`src/rtl/fnd_pkg.sv`:
```
package fnd_pkg;
    typedef enum logic [1:0] {
        ST_HOLD = 2'd0,
        ST_RUN  = 2'd1,
        ST_OFF  = 2'd2
    } fnd_state_e;

    localparam logic [2:0] MODE_LOW_SPUR = 3'b000;
endpackage

```
`src/rtl/fnd_shadow.sv`:
```
module fnd_shadow #(
    parameter int INT_W  = 8,
    parameter int FRAC_W = 12
) (
    input  logic              clk,
    input  logic              rst_n,
    input  logic              load,
    input  logic [INT_W-1:0]  int_in,
    input  logic [FRAC_W-1:0] frac_in,
    input  logic [FRAC_W-1:0] mod_in,
    output logic [FRAC_W-1:0] frac_clamped,
    output logic [INT_W-1:0]  int_q,
    output logic [FRAC_W-1:0] mod_q,
    output logic              err_q
);
    logic over;

    always_comb begin
        over         = (frac_in > mod_in);
        frac_clamped = over ? mod_in : frac_in;
    end

    always_ff @(posedge clk or negedge rst_n) begin
        if (!rst_n) begin
            int_q <= '0;
            mod_q <= '0;
            err_q <= 1'b0;
        end else if (load) begin
            int_q <= int_in;
            mod_q <= mod_in;
            err_q <= over;
        end
    end
endmodule

```
`src/rtl/fnd_lfsr.sv`:
```
module fnd_lfsr #(
    parameter int W     = 15,
    parameter int TAP_A = 14,
    parameter int TAP_B = 13
) (
    input  logic clk,
    input  logic rst_n,
    input  logic reseed,
    input  logic advance,
    output logic bit_o
);
    localparam logic [W-1:0] SEED = {{(W-1){1'b0}}, 1'b1};

    logic [W-1:0] sr_q;
    logic         fb;

    assign fb    = sr_q[TAP_A] ^ sr_q[TAP_B];
    assign bit_o = sr_q[0];

    always_ff @(posedge clk or negedge rst_n) begin
        if (!rst_n) begin
            sr_q <= SEED;
        end else if (reseed) begin
            sr_q <= SEED;
        end else if (advance) begin
            sr_q <= {sr_q[W-2:0], fb};
        end
    end
endmodule

```
`src/rtl/fnd_accum.sv`:
```
module fnd_accum #(
    parameter int FRAC_W = 12
) (
    input  logic              clk,
    input  logic              rst_n,
    input  logic              clear,
    input  logic              step,
    input  logic [FRAC_W-1:0] frac,
    input  logic [FRAC_W-1:0] modulus,
    input  logic              dith,
    output logic              carry_o,
    output logic              pend_o
);
    localparam int SUM_W = FRAC_W + 2;

    logic [FRAC_W-1:0] acc_q;
    logic [FRAC_W-1:0] base;
    logic [SUM_W-1:0]  raw;
    logic [SUM_W-1:0]  net;
    logic [SUM_W-1:0]  mod_x;
    logic              wrap;
    logic [SUM_W-1:0]  nxt;

    always_comb begin
        base  = (acc_q >= modulus) ? '0 : acc_q;
        raw   = SUM_W'(base) + SUM_W'(frac) + SUM_W'(dith);
        net   = (raw < SUM_W'(pend_o)) ? '0 : raw - SUM_W'(pend_o);
        mod_x = SUM_W'(modulus);
        wrap  = (modulus != '0) && (net >= mod_x);
        nxt   = wrap ? net - mod_x : net;
    end

    always_ff @(posedge clk or negedge rst_n) begin
        if (!rst_n) begin
            acc_q   <= '0;
            carry_o <= 1'b0;
            pend_o  <= 1'b0;
        end else if (clear) begin
            acc_q   <= '0;
            carry_o <= 1'b0;
            pend_o  <= 1'b0;
        end else if (step) begin
            acc_q   <= nxt[FRAC_W-1:0];
            carry_o <= wrap;
            pend_o  <= dith;
        end
    end
endmodule

```
`src/rtl/fnd_modulus_ctrl.sv`:
```
module fnd_modulus_ctrl #(
    parameter int INT_W  = 8,
    parameter int FRAC_W = 12,
    parameter int LFSR_W = 15
) (
    input  logic              clk,
    input  logic              rst_n,
    input  logic              ref_tick,
    input  logic [INT_W-1:0]  int_val,
    input  logic [FRAC_W-1:0] frac_val,
    input  logic [FRAC_W-1:0] mod_val,
    input  logic [2:0]        noise_mode,
    input  logic              cnt_rst,
    input  logic              pwr_dn,
    output logic [INT_W:0]    div_val,
    output logic              carry,
    output logic              frac_err
);
    import fnd_pkg::*;

    fnd_state_e state_q, state_d;
    logic clr_acc, reseed, step_en, lfsr_adv;
    logic dith_bit, dith_on, dither_pend;
    logic [FRAC_W-1:0] frac_c, mod_q;
    logic [INT_W-1:0]  int_q;

    always_comb begin
        if (pwr_dn)       state_d = ST_OFF;
        else if (cnt_rst) state_d = ST_HOLD;
        else              state_d = ST_RUN;
    end

    always_ff @(posedge clk or negedge rst_n) begin
        if (!rst_n) state_q <= ST_HOLD;
        else        state_q <= state_d;
    end

    always_comb begin
        clr_acc = 1'b0;
        reseed  = 1'b0;
        step_en = 1'b0;
        unique case (state_d)
            ST_OFF:  clr_acc = 1'b1;
            ST_HOLD: begin
                clr_acc = 1'b1;
                reseed  = 1'b1;
            end
            ST_RUN:  step_en = ref_tick && (state_q == ST_RUN);
            default: clr_acc = 1'b1;
        endcase
        lfsr_adv = step_en;
    end

    fnd_shadow #(.INT_W(INT_W), .FRAC_W(FRAC_W)) u_shadow (
        .clk          (clk),
        .rst_n        (rst_n),
        .load         (ref_tick),
        .int_in       (int_val),
        .frac_in      (frac_val),
        .mod_in       (mod_val),
        .frac_clamped (frac_c),
        .int_q        (int_q),
        .mod_q        (mod_q),
        .err_q        (frac_err)
    );

    fnd_lfsr #(.W(LFSR_W), .TAP_A(LFSR_W-1), .TAP_B(LFSR_W-2)) u_lfsr (
        .clk     (clk),
        .rst_n   (rst_n),
        .reseed  (reseed),
        .advance (lfsr_adv),
        .bit_o   (dith_bit)
    );

    assign dith_on = (noise_mode == MODE_LOW_SPUR) && (frac_c != '0) && (frac_c != mod_val);

    fnd_accum #(.FRAC_W(FRAC_W)) u_accum (
        .clk     (clk),
        .rst_n   (rst_n),
        .clear   (clr_acc),
        .step    (step_en),
        .frac    (frac_c),
        .modulus (mod_val),
        .dith    (dith_on & dith_bit),
        .carry_o (carry),
        .pend_o  (dither_pend)
    );

    assign div_val = {1'b0, int_q} + {{INT_W{1'b0}}, carry};

    logic unused_mod;
    assign unused_mod = ^mod_q;
endmodule

```
`config.mk`:
```
export PLATFORM = sky130hd
export DESIGN_NAME = fnd_modulus_ctrl
export DESIGN_NICKNAME = d
export VERILOG_FILES = /design/src/rtl/fnd_pkg.sv /design/src/rtl/fnd_shadow.sv /design/src/rtl/fnd_lfsr.sv /design/src/rtl/fnd_accum.sv /design/src/rtl/fnd_modulus_ctrl.sv
export SDC_FILE = /design/constraint.sdc
export NUM_CORES = 1
export LEC_CHECK = 0
export BUFFER_PORTS_ARGS = -buffer_cell sky130_fd_sc_hd__buf_2
export CAP_MARGIN = 10
export CORE_ASPECT_RATIO = 0.5
export CORE_UTILIZATION = 40
export CTS_CLUSTER_SIZE = 12
export DETAILED_ROUTE_END_ITERATION = 10
export GPL_ROUTABILITY_DRIVEN = 0
export PLACE_DENSITY = 0.57
export SLEW_MARGIN = 20
export SYNTH_ARGS = -nofsm -noshare
export SYNTH_HDL_FRONTEND = slang
export SYNTH_HIERARCHICAL = 1
export SYNTH_SLANG_ARGS = --single-unit
```
`constraint.sdc`:
```
create_clock -name clk -period 9.05 [get_ports clk]
set_input_delay 0.4525 -clock clk [delete_from_list [all_inputs] [get_ports clk]]
set_output_delay 0.4525 -clock clk [all_outputs]
set_load 0.01 [all_outputs]
```
==> run metrics, run 1 <==
CP max-delay cell o41ai_1; Post-Syn Instances 491; largest net degree at the start of global routing 42; clk buf depth 2; worst hold path class input port to async pin; Bufs and invs on worst path 3; hold buffers post-CTS 0; DR iter-0 viols 182; Via Count 3741; Design Power 0.5954 mW; Pre-antenna DRT Iters 4; register area 0.001002 mm²; max-slew violations 0; Placed Cells ~670; I/O Pins 51; clk slew on worst S/H paths roughly 0.060 ns; postcts setup bufs 0; port bufs 50; Logic pwr share 38.9%; Area Growth Syn to Fin 10.82%; CTS Sinks 40; setup_tns 0 ns; max_cap viols 0; first-pass GRT wire length about 19000 µm; P_int 0.3893 mW; RSZ-0062 raised after global routing false; Final setup violation count 0; clock share of power between 20% and 30%; most frequent CP cell fa_1; Ant. Diodes 0; post-cts gate resize count 0; Yosys Warn Count 6; switching power 0.2061 mW; Post-layout nets between 600 and 700; PwrDens 122.5 mW/mm²; CP Class input port to flop; Tcrit/Tclk final 92.26%; die width 150.1 µm; number of vias per cell 5.534; CTS tree yes; Post-Route Utilization between 40% and 50%; Core Area 0.01044 mm²; vias in the first global route about 3600; clk_skew 0.007818 ns; H-tree Lvls 2; DRC viols 0; post-synthesis cell area 0.004384 mm²; Sw Share 34.62%; Die Span Y between 70 and 80 µm; FP Rows 26; Top delay family on crit path compound AO/OA/AOI/OAI gates; Worst-Skew Late Latency 0.29 ns; root buffer cell clkbuf_16; DRT antenna net count 0; worst slew pin tran 0.9356 ns; Peak supply drop 0.09460 mV; Multi-input gate area around 0.0031 mm²; most frequent cells in the layout ha_1 (51), buf_2 (50), nor2_1 (49), dfrtp_1 (39), inv_1 (36); Critical Path Fanout Max 14; hpwl dp approximately 9300 µm; sequential share of power 31.8%; Period minus WS final 8.349 ns; DIE AREA 0.01141 mm²; Fillers 1051; Worst Path Required 9.24 ns; crit-path max cell delay 0.57 ns; Starting Density 41.98%; final WL 11320 µm; crit path launch type input port; WL/cell 16.75 µm; share of layout cells above drive strength 1 19.03%; leakage power 2.305 nW; CTS buffer count 5; crit path capture type flop; Synthesized Nets 585; synthesized area per cell 8.929 µm²; global route overflow 0; fin cells around 680; Max transition margin 37.63%; commonest non-fill, non-tap cell in the layout ha_1; Final Hold Viols 0; f_max 119.8 MHz; total track usage between 20% and 30%; outcome completed; Arr. time, crit path 8.54 ns; initial antenna violation count 0
## cell type report
class                      instances  share of cell area (%)
multi-input combinational        399                   64.46
inverter                          36                   2.781
sequential                        40                   20.63
tap                              140                   3.605
timing repair buffer              53                   5.614
clock inverter                     2                  0.2575
clock buffer                       6                   2.653
## power by group through the flow
stage / logic [mW] / clock network, mW / registers, mW
after floorplan: 0.177 / 0 / 0.192
after global placement: 0.229 / 0 / 0.192
after detailed placement: 0.230 / 0 / 0.193
after CTS: 0.231 / 0.178 / 0.189
after global routing: 0.259 / 0.189 / 0.190
final: 0.232 / 0.175 / 0.189
## final timing paths
| path | slack, ns | depth (start not counted) | to | startpoint |
|---|---|---|---|---|
| worst max-delay path | 0.70 | 32 | u_accum/acc_q[1]$_DFFE_PN0P_ | mod_val[1] |
| worst min-delay path | 0.30 | 1 | u_shadow/int_q[4]$_DFFE_PN0P_ | rst_n |
| worst max register to register | 1.12 | 32 | u_accum/acc_q[1]$_DFFE_PN0P_ | u_accum/acc_q[0]$_DFFE_PN0P_ |
| worst min register to register | 0.51 | 1 | u_shadow/int_q[0]$_DFFE_PN0P_ | u_shadow/int_q[0]$_DFFE_PN0P_ |
| max in group asynchronous | 8.16 | 1 | u_accum/acc_q[11]$_DFFE_PN0P_ | rst_n |
| min in group clk | 0.30 | 1 | state_q[1]$_DFF_PN0_ | pwr_dn |
## metal layers
metal | wire length, µm | global-route usage, %
met5 | 0 | 0
met4 | 57 | 2.727
met3 | 807 | 4.671
met2 | 4649 | 31.57
met1 | 5810 | 31.75
## per-stage QoR
stage / area, µm² / setup WS [ns] / hold slack [ns]
3_3_place_gp: 4715 / 0.5492 / 0.4985
2_1_floorplan: 4384 / 1.547 / 0.1569
4_1_cts: 4856 / 0.6536 / 0.2873
6_report: 4858 / 0.7009 / 0.3009
5_1_grt: 4858 / 0.001619 / 0.3013
3_5_place_dp: 4715 / 0.3533 / 0.5053
## state kept, by name, indices dropped and copies added (netlist names)
register,flops
u_accum/carry_o,1
state_q,2
u_lfsr/sr_q,15
u_accum/pend_o,1
u_shadow/int_q,8
u_shadow/err_q,1
u_accum/acc_q,12
(Power assumes the default switching activity.)
==> run 2: changes to the inputs <==
--- a/config.mk
+++ b/config.mk
@@ -7,12 +7,14 @@
 export LEC_CHECK = 0
 export BUFFER_PORTS_ARGS = -buffer_cell sky130_fd_sc_hd__buf_2
 export CAP_MARGIN = 10
+export CELL_PAD_IN_SITES_DETAIL_PLACEMENT = 0
+export CELL_PAD_IN_SITES_GLOBAL_PLACEMENT = 1
 export CORE_ASPECT_RATIO = 0.5
 export CORE_UTILIZATION = 40
 export CTS_CLUSTER_SIZE = 12
 export DETAILED_ROUTE_END_ITERATION = 10
 export GPL_ROUTABILITY_DRIVEN = 0
-export PLACE_DENSITY = 0.57
+export PLACE_DENSITY = 0.71
 export SLEW_MARGIN = 20
 export SYNTH_ARGS = -nofsm -noshare
 export SYNTH_HDL_FRONTEND = slang
==> run 2 against run 1 <==
Compared with the run above:
- fmax decreased by 1.4%
- sequential share of layout area decreased by 0.13 points
- global-route usage increased by 0.45 points
- largest power group unchanged
- cell count unchanged
==> run metrics, run 2 (synthesis results as in run 1) <==
M1 wire length 6113 µm (+5.2%); Fillers 1018 (-3.1%); crit path capture type flop; Critical Path Fanout Max 14 (unchanged); hpwl dp 9148 µm (-1.7%); met2 wire length 4604 µm (-0.97%); Post-layout nets 629 (unchanged); leakage power 2.317 nW (+0.55%); global route overflow 0 (unchanged); die width 150.1 µm (unchanged); setup_tns 0 ns (unchanged); post-cts gate resize count 0 (unchanged); worst slew pin tran 0.9348 ns (-0.0008063 ns); max reg flops 15 (unchanged); Pre-antenna DRT Iters 4 (unchanged); Area Growth Syn to Fin 11.50%; clk_skew 0.006711 ns (-0.001107 ns); Core Area 0.01044 mm² (unchanged); largest net degree at the start of global routing 42 (unchanged); CTS buffer count 5 (unchanged); Max transition margin 37.02% (-0.60 points); most frequent CP cell fa_1; hold buffers post-CTS 0 (unchanged); crit path launch type input port; H-tree Lvls 2 (unchanged); crit-path max cell delay 0.51 ns (-0.06 ns); root buffer cell clkbuf_16; Starting Density 41.98% (unchanged); f_max 118.0 MHz (-1.4%); DIE AREA 0.01141 mm² (unchanged); first-pass GRT wire length 19270 µm (+2.6%); DR iter-0 viols 233 (+28%); Final setup violation count 0 (unchanged); CP max-delay cell a31oi_4; share of layout cells above drive strength 1 19.22% (+0.19 points); clk slew on worst S/H paths 0.06 ns (about the same); initial antenna violation count 0 (unchanged); clk buf depth 2 (unchanged); outcome completed; DRC viols 0 (unchanged); vias in the first global route 3561 (-1.1%); Period minus WS final 8.472 ns (+0.1228 ns); CTS Sinks 40 (unchanged); most frequent cells in the layout ha_1 (51), buf_2 (50), nor2_1 (49), dfrtp_1 (39), inv_1 (36); Ant. Diodes 0 (unchanged); worst hold path class input port to async pin; Worst Path Required 9.24 ns (about the same); total track usage 21.66% (+0.45 points); CTS tree yes; Peak supply drop 0.08094 mV (-14%); slack of the critical path 0.5781 ns (-0.1228 ns); I/O Pins 51 (unchanged); WL/cell 16.90 µm (+0.92%); DRT antenna net count 0 (unchanged); number of vias per cell 5.408 (-2.3%); DR WL met3 582 µm (-28%); Reg with most FFs u_lfsr/sr_q; Final Hold Viols 0 (unchanged); Arr. time, crit path 8.66 ns (+0.12 ns); FP Rows 26 (unchanged); PwrDens 129.5 mW/mm² (+5.6%); final WL 11430 µm (+0.92%); commonest non-fill, non-tap cell in the layout ha_1; CP Class input port to flop; Die Span Y 76.03 µm (unchanged); max-slew violations 0 (unchanged); max_cap viols 0 (unchanged); Via Count 3656 (-2.3%); Tcrit/Tclk final 93.61% (+1.4 points); Max Used Layer met4; Largest regs u_lfsr/sr_q x15, u_accum/acc_q x12, u_shadow/int_q x8; Setup WS pre-CTS 0.3167 ns (-0.03656 ns); RSZ-0062 raised after global routing false; Worst-Skew Late Latency 0.29 ns (about the same); port bufs 50 (unchanged); postcts setup bufs 0 (unchanged)
## run 2: changes by cell type in the layout (fill, tap and decap cells not counted)
cell	delta
inv_6	+1
bufinv_16	+1
clkinv_2	-1
clkbuf_1	-1
## run 2: layout make-up
cell class / instances / area, µm² / area share (%)
inverters: 36 / 135.1 / 2.764
multi-input cells: 399 / 3132 / 64.06
clock inverters: 3 / 46.29 / 0.9470
well taps: 140 / 175.2 / 3.583
repair buffers: 53 / 272.8 / 5.580
clock buffers: 5 / 125.1 / 2.560
flip-flops and latches: 40 / 1002 / 20.50
## run 2: through the flow
step | power [mW] | std cells | cell area [µm²] | util (%) | hold slack (ns)
floorplan | 0.3691 | 491 | 4384 | - | 0.1569
global placement | 0.4257 | 668 | 4715 | 45.15 | 0.4955
detailed placement | 0.4250 | 668 | 4715 | 45.15 | 0.5152
CTS | 0.6374 | 676 | 4886 | 46.79 | 0.3177
global route | 0.6741 | 676 | 4888 | 46.81 | 0.3290
finish | 0.6329 | 676 | 4888 | 46.81 | 0.2931
## run 2: worst max-delay path, delay by kind of cell
family	cells	cell delay (ns)
XOR/XNOR	1	0.15
adder cells (fa/ha/maj)	5	1.82
AND/OR/NAND/NOR	8	2.00
AO/OA/AOI/OAI	13	3.29
buffers and inverters	4	0.46
multiplexers	1	0.45
## run 2: per-layer routing
| metal | vias to the layer above | GRT usage [%] |
|---|---|---|
| met2 | 87 | 31.06 |
| li1 | 1870 | - |
| met3 | 9 | 1.557 |
| met5 | - | 0 |
| met1 | 1690 | 34.49 |
| met4 | 0 | 5.253 |
## run 2: power breakdown
group          internal [mW]  leakage (nW)  switching [mW]
Clock                  0.131        0.0804          0.0780
Sequential             0.184         0.532         0.00533
Combinational          0.104          1.71           0.130
Total                  0.420          2.32           0.213
## run 2: worst paths after layout
kind	startpoint	depth (start not counted)	endpoint	slack, ns
worst max-delay path	mod_val[10]	32	u_accum/acc_q[2]$_DFFE_PN0P_	0.58
worst min-delay path	rst_n	1	u_lfsr/sr_q[2]$_DFFE_PN0P_	0.29
worst max register to register	u_accum/acc_q[0]$_DFFE_PN0P_	32	u_accum/acc_q[2]$_DFFE_PN0P_	0.77
worst min register to register	u_lfsr/sr_q[3]$_DFFE_PN0P_	2	u_lfsr/sr_q[4]$_DFFE_PN0P_	0.52
max in group asynchronous	rst_n	1	u_lfsr/sr_q[4]$_DFFE_PN0P_	8.20
min in group clk	pwr_dn	1	state_q[1]$_DFF_PN0_	0.33
==> run 3: changes to the inputs <==
--- a/config.mk
+++ b/config.mk
@@ -7,14 +7,11 @@
 export LEC_CHECK = 0
 export BUFFER_PORTS_ARGS = -buffer_cell sky130_fd_sc_hd__buf_2
 export CAP_MARGIN = 10
-export CELL_PAD_IN_SITES_DETAIL_PLACEMENT = 0
-export CELL_PAD_IN_SITES_GLOBAL_PLACEMENT = 1
 export CORE_ASPECT_RATIO = 0.5
 export CORE_UTILIZATION = 40
 export CTS_CLUSTER_SIZE = 12
 export DETAILED_ROUTE_END_ITERATION = 10
 export GPL_ROUTABILITY_DRIVEN = 0
-export PLACE_DENSITY = 0.71
 export SLEW_MARGIN = 20
 export SYNTH_ARGS = -nofsm -noshare
 export SYNTH_HDL_FRONTEND = slang
==> run 3 against run 2 <==
Compared with the run above:
- non-clock buffer count decreased by 1
- sequential power about the same
- fmax rose by 1.2%
- count of clock-buffer cells in the layout grew 1
- register-to-register slack improved by 0.12 ns
- clock skew down 0.0025 ns
- via count grew 2.0%
- first-iteration DRC count fell by 10%
==> run metrics, run 3 (synthesis results as in run 1) <==
outcome completed; Reg with most FFs u_lfsr/sr_q; postcts setup bufs 0 (unchanged); Largest regs u_lfsr/sr_q x15, u_accum/acc_q x12, u_shadow/int_q x8; WL/cell 16.48 µm (-2.5%); H-tree Lvls 2 (unchanged); CTS Sinks 40 (unchanged); register area 0.001002 mm² (unchanged); commonest non-fill, non-tap cell in the layout ha_1; f_max 119.4 MHz (+1.2%); sequential share of power 32.1% (+2.1 points); PwrDens 122.2 mW/mm² (-5.6%); Starting Density 41.98% (unchanged); Ant. Diodes 0 (unchanged); Area Growth Syn to Fin 10.64%; P_int 0.3889 mW (-7.3%); post-cts gate resize count 0 (unchanged); Arr. time, crit path 8.56 ns (-0.10 ns); Tcrit/Tclk final 92.52% (-1.1 points); DR iter-0 viols 209 (-10%); Critical Path Fanout Max 14 (unchanged); hpwl dp 8838 µm (-3.4%); worst hold path class input port to async pin; switching power 0.2040 mW (-4.3%); DIE AREA 0.01141 mm² (unchanged); worst slew pin tran 0.9369 ns (+0.002128 ns); max reg flops 15 (unchanged); Core Area 0.01044 mm² (unchanged); Post-Route Utilization 46.45% (-0.36 points); first-pass GRT wire length 18290 µm (-5.1%); Period minus WS final 8.373 ns (-0.09866 ns); hold buffers post-CTS 0 (unchanged); CP Depth 31 (-3.1%); Post-layout nets 628 (-0.16%); CTS tree yes; clk buf depth 2 (unchanged); total track usage 20.33% (-1.3 points); share of layout cells above drive strength 1 18.88% (-0.34 points); global route overflow 0 (unchanged); root buffer cell clkbuf_16; die width 150.1 µm (unchanged); CP max-delay cell o41ai_1; crit-path max cell delay 0.54 ns (+0.03 ns); vias in the first global route 3585 (+0.67%); CP startpoint mod_val[1]; initial antenna violation count 0 (unchanged); max-slew violations 0 (unchanged); Max transition margin 37.54% (+0.52 points); Worst Path Required 9.24 ns (about the same); cells on worst reg2reg path 30 (-6.3%); RSZ-0062 raised after global routing false; worst reg2reg path startpoint u_accum/acc_q[0]$_DFFE_PN0P_; fin cells 675 (-0.15%); crit path capture type flop; DRT antenna net count 0 (unchanged); most frequent cells in the layout ha_1 (51), buf_2 (50), nor2_1 (49), dfrtp_1 (39), inv_1 (36); Fillers 1059 (+4.0%); Worst-Skew Late Latency 0.28 ns (about the same); CP Class input port to flop; Placed Cells 667 (-0.15%); Bufs and invs on worst path 3 (-1); Final setup violation count 0 (unchanged); Final Hold Viols 0 (unchanged); clock share of power 29.0% (-4.0 points); largest net degree at the start of global routing 42 (unchanged); Sw Share 34.41% (+0.73 points); Top delay family on crit path compound AO/OA/AOI/OAI gates; number of vias per cell 5.524 (+2.1%); Logic pwr share 38.9% (+1.9 points); Peak supply drop 0.06936 mV (-14%); final WL 11130 µm (-2.6%); Pre-antenna DRT Iters 5 (+1); Via Count 3729 (+2.0%); DRC viols 0 (unchanged); FP Rows 26 (unchanged); clk slew on worst S/H paths 0.06 ns (about the same); leakage power 2.299 nW (-0.78%); Multi-input gate area 0.003132 mm² (unchanged); I/O Pins 51 (unchanged); crit path launch type input port; max_cap viols 0 (unchanged); CTS buffer count 5 (unchanged); port bufs 50 (unchanged); Die Span Y 76.03 µm (unchanged); clk_skew 0.004188 ns (-0.002523 ns); final hold slack 0.3137 ns (+0.02053 ns); setup_tns 0 ns (unchanged)
[run 3: per-stage QoR]
stage                     worst slack, ns  instance area, µm²  total power [mW]
final                              0.6768                4851            0.5930
after global routing              0.07356                4851            0.6321
after floorplan                     1.547                4384            0.3691
after detailed placement           0.4429                4707            0.4199
after CTS                          0.7200                4848            0.5952
after global placement             0.5460                4707            0.4208
[run 3: path summary, 6_finish.rpt]
kind	slack (ns)	endpoint
setup reg to reg	0.89	u_accum/acc_q[1]$_DFFE_PN0P_
hold reg to reg	0.51	u_shadow/int_q[0]$_DFFE_PN0P_
setup / recovery	0.68	u_accum/acc_q[1]$_DFFE_PN0P_
min in group clk	0.33	state_q[1]$_DFF_PN0_
max in group asynchronous	8.15	u_lfsr/sr_q[4]$_DFFE_PN0P_
hold / removal	0.31	u_accum/acc_q[0]$_DFFE_PN0P_
[run 3: layer usage]
metal / wire, µm / track usage, % / vias to the layer above
met3: 574 / 3.533 / 8
met1: 5966 / 30.57 / 1760
met5: 0 / 0 / -
li1: - / - / 1864
met4: 88 / 3.434 / 0
met2: 4497 / 30.46 / 97
[run 3: layout make-up]
class | count | share of cell area [%]
multi-input combinational | 399 | 64.56
sequential | 40 | 20.66
timing repair buffer | 52 | 5.468
tap | 140 | 3.611
inverter | 36 | 2.786
clock buffer | 6 | 2.657
clock inverter | 2 | 0.2579
[run 3: power groups by stage]
stage | Sequential [mW] | Combinational (mW) | Clock (mW)
after floorplan | 0.192 | 0.177 | 0
after global placement | 0.193 | 0.228 | 0
after detailed placement | 0.193 | 0.227 | 0
after CTS | 0.190 | 0.229 | 0.176
after global routing | 0.191 | 0.255 | 0.186
final | 0.190 | 0.231 | 0.172
